**src/rtl/alu_slice_pkg.sv**
```systemverilog
package alu_slice_pkg;

   localparam int SEL_W     = 4;
   localparam int MAX_WIDTH = 32;

   // first addend, picked by sel[1:0]
   typedef enum logic [1:0] {
      XT_A    = 2'b00,
      XT_OR   = 2'b01,
      XT_ORN  = 2'b10,
      XT_ONES = 2'b11
   } xterm_e;

   // second addend, picked by sel[3:2]
   typedef enum logic [1:0] {
      YT_ZERO = 2'b00,
      YT_ANDN = 2'b01,
      YT_AND  = 2'b10,
      YT_A    = 2'b11
   } yterm_e;

   // carry into position idx, two-level sum of products
   function automatic logic la_carry(input logic [MAX_WIDTH-1:0] gen,
                                     input logic [MAX_WIDTH-1:0] prop,
                                     input logic                 cin,
                                     input int                   idx);
      logic acc;
      logic term;
      acc = 1'b0;
      for (int j = 0; j < MAX_WIDTH; j++) begin
         if (j < idx) begin
            term = gen[j];
            for (int k = 0; k < MAX_WIDTH; k++) begin
               if (k > j && k < idx) term = term & prop[k];
            end
            acc = acc | term;
         end
      end
      term = cin;
      for (int k = 0; k < MAX_WIDTH; k++) begin
         if (k < idx) term = term & prop[k];
      end
      return acc | term;
   endfunction

endpackage

```
**src/rtl/alu_operand_terms.sv**
```systemverilog
module alu_operand_terms
   import alu_slice_pkg::*;
#(
   parameter int WIDTH = 4
) (
   input  logic [WIDTH-1:0] a_i,
   input  logic [WIDTH-1:0] b_i,
   input  logic [SEL_W-1:0] sel_i,
   output logic [WIDTH-1:0] xt_o,
   output logic [WIDTH-1:0] yt_o
);

   xterm_e xsel;
   yterm_e ysel;

   assign xsel = xterm_e'(sel_i[1:0]);
   assign ysel = yterm_e'(sel_i[3:2]);

   for (genvar i = 0; i < WIDTH; i++) begin : g_bit
      always_comb begin
         unique case (xsel)
            XT_A:    xt_o[i] = a_i[i];
            XT_OR:   xt_o[i] = a_i[i] | b_i[i];
            XT_ORN:  xt_o[i] = a_i[i] | ~b_i[i];
            default: xt_o[i] = 1'b1;
         endcase
      end
      always_comb begin
         unique case (ysel)
            YT_ZERO: yt_o[i] = 1'b0;
            YT_ANDN: yt_o[i] = a_i[i] & ~b_i[i];
            YT_AND:  yt_o[i] = a_i[i] & b_i[i];
            default: yt_o[i] = a_i[i];
         endcase
      end
   end

   // the second addend is never set where the first is clear
   always_comb begin
      p_y_inside_x_r2: assert ((yt_o & ~xt_o) == '0)
         else $error("second addend bit outside first addend");
   end

endmodule

```
**src/rtl/alu_carry_net.sv**
```systemverilog
module alu_carry_net
   import alu_slice_pkg::*;
#(
   parameter int WIDTH     = 4,
   parameter bit LOOKAHEAD = 1'b1
) (
   input  logic [WIDTH-1:0] gen_i,
   input  logic [WIDTH-1:0] prop_i,
   input  logic             cin_i,
   output logic [WIDTH:0]   carry_o,
   output logic             grp_gen_o,
   output logic             grp_prop_o
);

   localparam int PAD = MAX_WIDTH - WIDTH;

   logic [MAX_WIDTH-1:0] gen_ext;
   logic [MAX_WIDTH-1:0] prop_ext;

   assign gen_ext  = {{PAD{1'b0}}, gen_i};
   assign prop_ext = {{PAD{1'b0}}, prop_i};

   if (LOOKAHEAD) begin : g_lookahead
      for (genvar i = 0; i <= WIDTH; i++) begin : g_pos
         assign carry_o[i] = la_carry(gen_ext, prop_ext, cin_i, i);
      end
      assign grp_gen_o = la_carry(gen_ext, prop_ext, 1'b0, WIDTH);
   end else begin : g_ripple
      logic [WIDTH:0] gchain;
      assign carry_o[0] = cin_i;
      assign gchain[0]  = 1'b0;
      for (genvar i = 0; i < WIDTH; i++) begin : g_pos
         assign carry_o[i+1] = gen_i[i] | (prop_i[i] & carry_o[i]);
         assign gchain[i+1]  = gen_i[i] | (prop_i[i] & gchain[i]);
      end
      assign grp_gen_o = gchain[WIDTH];
   end

   assign grp_prop_o = &prop_i;

   always_comb begin
      p_cin_entry_r3: assert (carry_o[0] == cin_i)
         else $error("carry at position zero differs from carry in");
      for (int i = 0; i < WIDTH; i++) begin
         p_chain_step_r4: assert (carry_o[i+1] == (gen_i[i] | (prop_i[i] & carry_o[i])))
            else $error("carry chain inconsistent at bit %0d", i);
      end
      p_grp_gen_forces_r7: assert (!grp_gen_o || carry_o[WIDTH])
         else $error("group generate without carry out");
      p_grp_prop_passes_r8: assert (!(grp_prop_o && cin_i) || carry_o[WIDTH])
         else $error("propagating group dropped the carry");
   end

endmodule

```
**src/rtl/alu4_slice.sv**
```systemverilog
module alu4_slice
   import alu_slice_pkg::*;
#(
   parameter int WIDTH     = 4,
   parameter bit LOOKAHEAD = 1'b1
) (
   input  logic [WIDTH-1:0] a_i,
   input  logic [WIDTH-1:0] b_i,
   input  logic [3:0]       sel_i,
   input  logic             logic_mode_i,
   input  logic             carry_n_i,
   output logic [WIDTH-1:0] f_o,
   output logic             carry_n_o,
   output logic             prop_n_o,
   output logic             gen_n_o,
   output logic             all_ones_o
);

   localparam logic [3:0] SEL_SUB = 4'b0110;

   if (WIDTH < 1 || WIDTH > MAX_WIDTH) begin : g_bad_width
      $error("alu4_slice: WIDTH must lie in 1..%0d", MAX_WIDTH);
   end
   if (SEL_W != 4) begin : g_bad_sel
      $error("alu4_slice: select width must be four");
   end

   logic [WIDTH-1:0] xt;
   logic [WIDTH-1:0] yt;
   logic [WIDTH-1:0] half_sum;
   logic [WIDTH:0]   carry;
   logic             grp_gen;
   logic             grp_prop;

   alu_operand_terms #(
      .WIDTH (WIDTH)
   ) u_terms (
      .a_i   (a_i),
      .b_i   (b_i),
      .sel_i (sel_i),
      .xt_o  (xt),
      .yt_o  (yt)
   );

   // generate = X AND Y (= Y), propagate = X OR Y (= X)
   alu_carry_net #(
      .WIDTH     (WIDTH),
      .LOOKAHEAD (LOOKAHEAD)
   ) u_carry (
      .gen_i      (xt & yt),
      .prop_i     (xt | yt),
      .cin_i      (~carry_n_i),
      .carry_o    (carry),
      .grp_gen_o  (grp_gen),
      .grp_prop_o (grp_prop)
   );

   assign half_sum = xt ^ yt;

   for (genvar i = 0; i < WIDTH; i++) begin : g_res
      assign f_o[i] = ~half_sum[i] ^ (~carry[i] & ~logic_mode_i);
   end

   assign carry_n_o  = ~carry[WIDTH];
   assign prop_n_o   = ~grp_prop;
   assign gen_n_o    = ~grp_gen;
   assign all_ones_o = &f_o;

   always_comb begin
      p_logic_no_carry_r9: assert (!logic_mode_i || f_o == ~(xt ^ yt))
         else $error("logic result depends on carries");
      p_sub_borrow_r5: assert (!(sel_i == SEL_SUB && !logic_mode_i && !carry_n_i)
                               || (carry_n_o == (a_i < b_i)))
         else $error("borrow flag disagrees with operand order");
      p_sub_equal_r6: assert (!(sel_i == SEL_SUB && !logic_mode_i && carry_n_i)
                              || (all_ones_o == (a_i == b_i)))
         else $error("equality flag disagrees with operands");
      p_gen_sets_carry_r7: assert (gen_n_o || !carry_n_o)
         else $error("group generate active but no carry out");
   end

endmodule

```
**config.mk**
```make
export PLATFORM = sky130hd
export DESIGN_NAME = alu4_slice
export DESIGN_NICKNAME = d
export VERILOG_FILES = /design/src/rtl/alu_slice_pkg.sv /design/src/rtl/alu_operand_terms.sv /design/src/rtl/alu_carry_net.sv /design/src/rtl/alu4_slice.sv
export SDC_FILE = /design/constraint.sdc
export NUM_CORES = 1
export LEC_CHECK = 0
export CORE_MARGIN = 5
export CORE_UTILIZATION = 35
export DETAILED_ROUTE_END_ITERATION = 8
export DONT_BUFFER_PORTS = 1
export SLEW_MARGIN = 25
export SYNTH_ARGS = -nofsm -noshare
export SYNTH_HDL_FRONTEND = slang
export SYNTH_SLANG_ARGS = --single-unit
```
**constraint.sdc**
```tcl
create_clock -name vclk -period 3.5
set_input_delay 0.525 -clock vclk [all_inputs]
set_output_delay 0.525 -clock vclk [all_outputs]
set_load 0.005 [all_outputs]
```
* After elaboration in Yosys (flattened, before gate mapping)
Cells that the tools add are included.
Operators by class: equality and inequality tests 4, bitwise logic cells 63, reduce and logical (&&, ||, !) cells 4, mux-type cells 8
Operator list (count):
- $pmux W1 S3 | 8
- $and A1 B1 Y1 | 22
- $or A1 B1 Y1 | 18
- $not A1 Y1 | 16
- $reduce_and A4 Y1 | 2
- $and A4 B4 Y4 | 1
- $eq A2 B1 Y1 const B | 2
- $eq A2 B2 Y1 const B | 2
- $logic_not A2 Y1 | 2
- $or A4 B4 Y4 | 1
- $xor A1 B1 Y1 | 4
- $xor A4 B4 Y4 | 1
Storage, ports and cells: output and inout port bits 8, logic and storage cells 79, input port bits 14, register bits 0

* Depth between registers and ports, before layout
Gate-level depths: netlist (run 1).
depth after elaboration 13, depth in mapped cells 11, gate-level depth less buffers 11

* Hierarchy
A second synthesis (run 1) with hierarchy kept.
Second synthesis, totals: cells, all modules 85, area, all modules 568.0 um2
Modules (own cells, without submodules):
- alu_operand_terms | area an instance 269.0 um2, cells an instance 39, instances 1, seq. area each 0.0 um2
- alu4_slice | area an instance 219.0 um2, cells an instance 33, instances 1, seq. area each 0.0 um2
- alu_carry_net | area an instance 80.1 um2, cells an instance 13, instances 1, seq. area each 0.0 um2

* Least setup slack after synthesis (run 1)
Ideal clock, no wire load.
path type input -> output, start input port sel_i[2], end output port all_ones_o, path slack 0.398 ns, data required time 2.975 ns, arrival time 2.577 ns, cell stages on the path 11, buffers on the path 0, cells stage by stage inv_1 > ha_1 > xor2_1 > nor2_1 > o21a_1 > inv_1 > ha_1 > or3b_1 > a2111oi_2 > a211o_1 > and4b_1
Between the ends: longest elaborated chain between the ends 12, elaborated cells on any way between the ends 37, classes of those cells eq/ne (2); mux (4); bitwise (29); reduce/logical (2)
RTL lines:
- start: declaration | RTL line alu4_slice.sv:9 | input logic [3:0] sel_i,
- $eq A2 B2 Y1 (tied with other cells) | RTL line alu_operand_terms.sv:29 | unique case (ysel)
- $pmux W1 S3 | RTL line alu_operand_terms.sv:29
- $and A4 B4 Y4 or $or A4 B4 Y4 (tied branches) | RTL line alu4_slice.sv:50, alu4_slice.sv:51
- $and A1 B1 Y1 (2 in series) | RTL line alu_slice_pkg.sv:34 | if (k > j && k < idx) term = term & prop[k];
- $or A1 B1 Y1 (2 in series) | RTL line alu_slice_pkg.sv:36 | acc = acc | term;
- $or A1 B1 Y1 | RTL line alu_slice_pkg.sv:43 | return acc | term;
- $not A1 Y1 | RTL line alu4_slice.sv:61 | assign f_o[i] = ~half_sum[i] ^ (~carry[i] & ~logic_mode_i);
- $and A1 B1 Y1 | RTL line alu4_slice.sv:61
- $xor A1 B1 Y1 | RTL line alu4_slice.sv:61
- $reduce_and A4 Y1 * | RTL line alu4_slice.sv:67 | assign all_ones_o = &f_o;
- end: declaration | RTL line alu4_slice.sv:16 | output logic all_ones_o
Mark *: on every way between the ends. The rest lies on a longest branch, timed or not.

* Worst setup path after layout (run 1)
start input port sel_i[0], end output port all_ones_o
Between the ends: longest elaborated chain between the ends 12, elaborated cells on any way between the ends 37, classes of those cells eq/ne (2); mux (4); bitwise (29); reduce/logical (2)
RTL lines:
- $eq A2 B2 Y1 (tied with other cells) | RTL line alu_operand_terms.sv:21 | unique case (xsel)
- $pmux W1 S3 | RTL line alu_operand_terms.sv:21
- $and A4 B4 Y4 or $or A4 B4 Y4 (tied branches) | RTL line alu4_slice.sv:50, alu4_slice.sv:51
- $and A1 B1 Y1 (2 in series) | RTL line alu_slice_pkg.sv:34
- $or A1 B1 Y1 (2 in series) | RTL line alu_slice_pkg.sv:36
- $or A1 B1 Y1 | RTL line alu_slice_pkg.sv:43
- $not A1 Y1 | RTL line alu4_slice.sv:61
- $and A1 B1 Y1 | RTL line alu4_slice.sv:61
- $xor A1 B1 Y1 | RTL line alu4_slice.sv:61
- $reduce_and A4 Y1 * | RTL line alu4_slice.sv:67
Marks and branches as above.

==> results of run 1 <==
==> cells in the final DEF (no fill, tap or decap), drive strengths merged <==
master / count
a2111oi: 2
a211o: 1
a21boi: 1
a21oi: 5
and4b: 1
ha: 13
inv: 8
nand2: 1
nand3b: 1
nor2: 21
nor2b: 4
nor3: 2
nor3b: 1
o21a: 4
o21ai: 2
o21ba: 1
or2: 4
or3b: 1
or4: 2
xnor2: 2
xor2: 9
==> kinds of logic (layout without fill, tap and decap cells) <==
kind of cell               Yosys count  count (layout)  synth area share [%]
AOI/OAI and AO/OA                   16              16                  19.3
xor gates and xnor gates            11              11                  16.1
adders and majority gates           13              13                  27.3
buffers and inverters                8               8                  5.03
and+or+nand+nor                     38              38                  32.3
==> metrics by stage <==
step / setup slack (ns) / hold slack, ns / std cells / utilization [%] / power, W
2_1_floorplan: 0.398 / 1.21 / 86 / - / 0.0000957
3_3_place_gp: 0.281 / 1.23 / 103 / 37.0 / 0.000112
3_5_place_dp: 0.231 / 1.23 / 103 / 37.0 / 0.000112
4_1_cts: 0.218 / 1.23 / 103 / 37.0 / 0.000113
5_1_grt: 0.0572 / 1.23 / 103 / 37.0 / 0.000126
6_report: 0.239 / 1.22 / 103 / 37.0 / 0.000111
==> how the worst min path moves through the flow <==
stage                 start  endpoint  depth (start not counted)
2_1_floorplan  logic_mode_i    f_o[0]                          2
3_3_place_gp   logic_mode_i    f_o[0]                          2
3_5_place_dp   logic_mode_i    f_o[0]                          2
4_1_cts        logic_mode_i    f_o[0]                          2
5_1_grt        logic_mode_i    f_o[0]                          2
6_report       logic_mode_i    f_o[0]                          2
==> layout make-up <==
| class | count | area, um2 | area share, % |
|---|---|---|---|
| inverter | 8 | 30.0 | 4.86 |
| multi-input combinational | 78 | 567 | 91.7 |
| tap | 17 | 21.3 | 3.44 |
==> metal layers <==
metal | global-route usage (%) | vias to the layer above | part of all wire (%)
li1 | - | 292 | -
met1 | 13.0 | 206 | 50
met2 | 13.3 | 22 | 37
met3 | 1.46 | 0 | 13
met4 | 0 | 0 | 0
met5 | 0 | - | 0
==> where the power goes <==
| group | switching (W) | internal [W] | total (W) |
|---|---|---|---|
| Sequential | 0 | 0 | 0 |
| Clock | 0 | 0 | 0 |
| Combinational | 0.0000592 | 0.0000516 | 0.000111 |
| Total | 0.0000592 | 0.0000516 | 0.000111 |
==> out/results.env, run 1 <==
SYNTH-SEQ-AREA-SHARE_PCT=0
WL_PER_CELL_UM=11.0
MOST_COMMON_CELL_IN_THE_NETLIST='nor2_1'
IO_BUFFER_COUNT=0
ANTENNA_CELLS_INSERTED=0
DRIVE_ABOVE_1_SHARE_PCT=8.14
WORST-SLEW-PIN-TRANSITION_NS=0.390
GRT.OVERFLOW.TOTAL=0
MEAN_INSTANCE_SIZE_IN_THE_SYNTHESIZED_NETLIST_UM2=6.94
DP_HPWL_MM=1.03
YOSYS_WARNINGS=0
ROUTABILITYCONGESTION=0.747
FINAL_AREA_UM2=618
DIEAREA_UM2=2630
FP.DIEH_UM=51.3
CRITPATHCAPTURETYPE='output pin'
WORSTPATHMAXFANOUT=4
FINAL_ANTENNA_NET_COUNT=0
RSZ_0062_RAISED_AFTER_GLOBAL_ROUTING='no'
STARTING_DENSITY_OF_THE_CORE_PCT=35.7
CRITICAL_PATH_CLASS='in2out'
VIAS_IN_THE_FIRST_GLOBAL_ROUTE=455
FINAL_PERIOD_MINUS_WORST_SETUP_SLACK_NS=3.26
ENDPOINT='all_ones_o'
HOLD_CLASS='in2out'
LARGEST_CELLS_BY_AREA_AFTER_SYNTHESIS='ha_1 27%, nor2_1 13%, xor2_1 13%'
POSTSYNTHCELLCOUNT=86
CELLLEAKAGEPOWER_nW=0.301
FINAL_NETS=115
PERIOD_SHARE_PCT=93.2
DRT_FIRST_PASS_ITERS=4
SYN_TO_FINAL_GROWTH_PCT=3.56
CLKBUF_COUNT=0
DRT-INITIAL-DRC-COUNT=2
ROUTED_VIA_DENSITY=5.05
SYNTH_COMMON_CELLS='21 x nor2_1, 13 x ha_1, 9 x xor2_1'
WL_MM=1.13
SEQUENTIAL_CELL_AREA_UM2=0
BIGGEST_AREA_CONSUMER_AMONG_SYNTHESIZED_CELLS='ha_1'
DIE_W_UM=51.3
GRT_USE_TOTAL_PCT=8.57
CLOCK.FMAX_MHz=307
CRITICAL_PATH.STARTPOINT='sel_i[0]'
CELLS_ALONG_THE_CRITICAL_PATH='inv_1, ha_1, xor2_1, nor2_1, nor2_1, nor2_1, ha_1, or3b_1, a2111oi_2, a211o_1, and4b_1'
POST_DP_CELL_AREA_UM2=618
CP.ARRIVAL_NS=2.74
ANTENNA_FOUND_INITIAL=0
NFLOPSANDLATCHES=0
SYNTH_LARGEST_TYPE_AREA_FRACTION_PCT=27.3
CRITPATHMAXSTAGEDELAY_NS=0.40
ROUTED-VIA-COUNT=520
FILLCELLCOUNT=177
CRIT_TOP_CELL='nor2_1'
FINAL-MAX-SLEW-VIOLATION-COUNT=0
POST_SYNTH_INSTANCE_AREA_UM2=597
SETUP_VIOLATIONS=0
POWERDENSITY_nW_PER_UM2=179
POST-ROUTE-DRC-COUNT=0
SYNTH.NET_COUNT=113
CP_NUM_CELLS=11
POST-CTS-SETUP-BUFFERS=0
FLOORPLAN.CORE_AREA_UM2=1670
WORST_ENDPOINT_REQUIRED_TIME_NS=2.97
IOS=22
WORST_SETUP_PATH_START_KIND='input pin'
CTSHOLDBUFFERS=0
COUNT_OF_FINAL_HOLD_CHECK_VIOLATIONS=0
POSTCTSRESIZEDCELLS=0
GRT_PASS1_WL_MM=1.88
MAX_CAP_VIOLATIONS=0
VDD_DROP_MAX_mV=0.0644
PIN_COUNT_OF_THE_BIGGEST_NET_ENTERING_GLOBAL_ROUTING=9
CRIT_FAMILY='simple AND/OR/NAND/NOR gates'
CORE.ROWCOUNT=15
POST_SYNTH_NUM_CELL_TYPES=23
STATUS='finished, final reports clean'
SETUP_TOTAL_NEGATIVE_SLACK_NS=0
SLEW_HEADROOM_PCT=73.8
CRITICAL_PATH.N_BUFFERS_INVERTERS=1
CPMAXSTAGEDELAYCELL='or3b_1'
Power figures use the tool's default switching activity.
==> inputs of run 2 (changes only) <==
- ABC_AREA: default -> 1
==> run 2 against run 1 <==
Compared with the run above: first-iteration DRC count rose to 2.5 times the previous value; synthesized area up 2.5%; critical endpoint unchanged; combinational power about the same; largest power group unchanged; global-route usage up 1.8 points; wire length up 12%; fmax up 25%; core utilization up 0.48 points; critical path depth up 2; setup slack better by 0.65 ns; design area up 2.4%; power down 0.79%; die area up 2.0%.
==> out/results.env, run 2 <==
MULTI_INPUT_AREA_UM2=503  # -11%
FINAL_PERIOD_MINUS_WORST_SETUP_SLACK_NS=2.61  # -0.654 ns
CRITICAL_PATH_CLASS='in2out'
ROUTED_VIA_DENSITY=4.65  # -7.9%
POST-ROUTE-WORST-SETUP-SLACK_NS=0.893  # +0.654 ns
FINALPOWER_W=0.000110  # -0.79%
RSZ_0062_RAISED_AFTER_GLOBAL_ROUTING='no'
SLEW_HEADROOM_PCT=86.2  # +12 points
ANTENNA_FOUND_INITIAL=0  # unchanged
BIGGEST_AREA_CONSUMER_AMONG_SYNTHESIZED_CELLS='ha_1'
POSTCTSRESIZEDCELLS=0  # unchanged
YOSYS_WARNINGS=0  # unchanged
POWER.SWITCHING_FRACTION_PCT=62.0  # +8.6 points
LARGEST_CELLS_BY_AREA_AFTER_SYNTHESIS='ha_1 27%, nand2_1 18%, inv_1 16%'
GRT.OVERFLOW.TOTAL=0  # unchanged
DIE_W_UM=51.8  # +1.0%
CRITICAL_PATH.N_BUFFERS_INVERTERS=3  # +2
CORE.ROWCOUNT=15  # unchanged
MEAN_INSTANCE_SIZE_IN_THE_SYNTHESIZED_NETLIST_UM2=5.37  # -23%
SYNTH-SEQ-AREA-SHARE_PCT=0  # unchanged
DPL_WORST_SLACK_NS=0.863  # +0.631 ns
FLOORPLAN.CORE_AREA_UM2=1690  # +1.1%
CELLS_ALONG_THE_CRITICAL_PATH='inv_1, ha_1, xor2_1, o21ai_0, nand3_1, inv_1, ha_1, inv_2, a21oi_1, nand3_1, nand2_1, nand3_1, nor2_1'
CRIT_TOP_CELL='nand3_1'
POWER.NET_SWITCHING_W=0.0000682  # +15%
CELLLEAKAGEPOWER_nW=0.427  # +42%
POWERDENSITY_nW_PER_UM2=174  # -3.1%
DP_HPWL_MM=1.16  # +13%
STARTING_DENSITY_OF_THE_CORE_PCT=36.2  # +0.49 points
CRITPATHMAXSTAGEDELAY_NS=0.26  # -0.14 ns
FINAL_COMMON_CELL='nand2_1'
POST_SYNTH_NUM_CELL_TYPES=15  # -35%
COUNT_OF_FINAL_HOLD_CHECK_VIOLATIONS=0  # unchanged
POST-CTS-SETUP-BUFFERS=0  # unchanged
POST_SYNTH_INSTANCE_AREA_UM2=612  # +2.5%
CP.ARRIVAL_NS=2.08  # -0.66 ns
SETUP_VIOLATIONS=0  # unchanged
SYNTH.NET_COUNT=141  # +25%
WL_PER_CELL_UM=9.65  # -12%
PERIOD_SHARE_PCT=74.5  # -19 points
CTSHOLDBUFFERS=0  # unchanged
MAX_CAP_VIOLATIONS=0  # unchanged
NUMBER_OF_STANDARD_CELLS_IN_THE_LAYOUT_TAPS_IN_AND_FILLERS_OUT=131  # +27%
NFLOPSANDLATCHES=0  # unchanged
ANTENNA_CELLS_INSERTED=0  # unchanged
CRITPATHCAPTURETYPE='output pin'
VIAS_IN_THE_FIRST_GLOBAL_ROUTE=574  # +26%
WORST_ENDPOINT_REQUIRED_TIME_NS=2.97  # about the same
CRIT_FAMILY='simple AND/OR/NAND/NOR gates'
DRT-INITIAL-DRC-COUNT=5  # +3
HOLD_CLASS='in2out'
DRT_FIRST_PASS_ITERS=2  # -2
SYN_TO_FINAL_GROWTH_PCT=3.48  # about the same
ROUTABILITYCONGESTION=0.789  # +5.5%
CLOCK.FMAX_MHz=384  # +25%
CLOCK_POWER_SHARE_PCT=0  # unchanged
POSTSYNTHCELLCOUNT=114  # +33%
WORST_SETUP_PATH_START_KIND='input pin'
POST-ROUTE-DRC-COUNT=0  # unchanged
ROUTED-VIA-COUNT=609  # +17%
WORSTPATHMAXFANOUT=5  # +1
FINAL.HOLD.WORST_SLACK_NS=1.19  # -0.0327 ns
SETUP_TOTAL_NEGATIVE_SLACK_NS=0  # unchanged
SEQUENTIAL_CELL_AREA_UM2=0  # unchanged
WL_MM=1.26  # +12%
FILLCELLCOUNT=199  # +12%
WORST-SLEW-PIN-TRANSITION_NS=0.208  # -0.182 ns
FINAL_NETS=143  # +24%
STATUS='finished, final reports clean'
IOS=22  # unchanged
DRIVE_ABOVE_1_SHARE_PCT=7.02  # -1.1 points
IO_BUFFER_COUNT=0  # unchanged
PLACEDCELLCOUNT=131  # +27%
SYNTH_COMMON_CELLS='30 x nand2_1, 26 x inv_1, 13 x ha_1'
CPMAXSTAGEDELAYCELL='ha_1'
P_INT_W=0.0000418  # -19%
POWER.SHARE.COMBINATIONAL_PCT=100.0  # about the same
POWER_FRAC_SEQ_PCT=0  # unchanged
SYNTH_LARGEST_TYPE_AREA_FRACTION_PCT=26.6  # -0.67 points
GRT_PASS1_WL_MM=2.28  # +21%
FP.DIEH_UM=51.8  # +1.0%
GRT_USE_TOTAL_PCT=10.4  # +1.8 points
FINAL-MAX-SLEW-VIOLATION-COUNT=0  # unchanged
CLKBUF_COUNT=0  # unchanged
FINAL_ANTENNA_NET_COUNT=0  # unchanged
MOST_COMMON_CELL_IN_THE_NETLIST='nand2_1'
PIN_COUNT_OF_THE_BIGGEST_NET_ENTERING_GLOBAL_ROUTING=9  # unchanged
VDD_DROP_MAX_mV=0.0419  # -35%
DIEAREA_UM2=2680  # +2.0%
LAYOUT.CELLS.MOST_COMMON_LIST='30 x nand2_1, 26 x inv_1, 13 x ha_1'
-- run 2: area by class of cell --
class | count | area share, %
tap | 17 | 3.36
inverter | 29 | 17.2
multi-input combinational | 85 | 79.4
-- run 2: metal layers --
layer  vias up  routed length (um)  GRT usage, %
met2         7                 637          20.6
met3         0                  37         0.287
met5         -                   0             0
li1        346                   -             -
met1       256                 589          13.1
met4         0                   0             0
-- run 2: final timing paths --
path	depth (start not counted)	from	endpoint	slack, ns
setup / recovery	13	sel_i[0]	all_ones_o	0.89
hold / removal	2	carry_n_i	f_o[0]	1.19
-- run 2: logic make-up (layout without fill, tap and decap cells) --
kind of cell	count (synthesis)	in the layout	synth area share (%)
compound gates	8	8	7.16
xor+xnor	4	4	5.73
fa+ha+maj	13	13	26.6
buf+inv	29	29	17.8
simple gates	60	60	42.7
-- run 2: power by group through the flow --
stage / Clock, W / Sequential, W / Combinational [W]
3_5_place_dp: 0 / 0 / 0.000112
3_3_place_gp: 0 / 0 / 0.000110
2_1_floorplan: 0 / 0 / 0.0000937
4_1_cts: 0 / 0 / 0.000112
5_1_grt: 0 / 0 / 0.000130
6_report: 0 / 0 / 0.000110
-- run 2: per-stage QoR --
step / cell area [um2] / util [%]
6_report: 633 / 37.5
3_5_place_dp: 633 / 37.5
4_1_cts: 633 / 37.5
5_1_grt: 633 / 37.5
2_1_floorplan: 612 / -
3_3_place_gp: 633 / 37.5
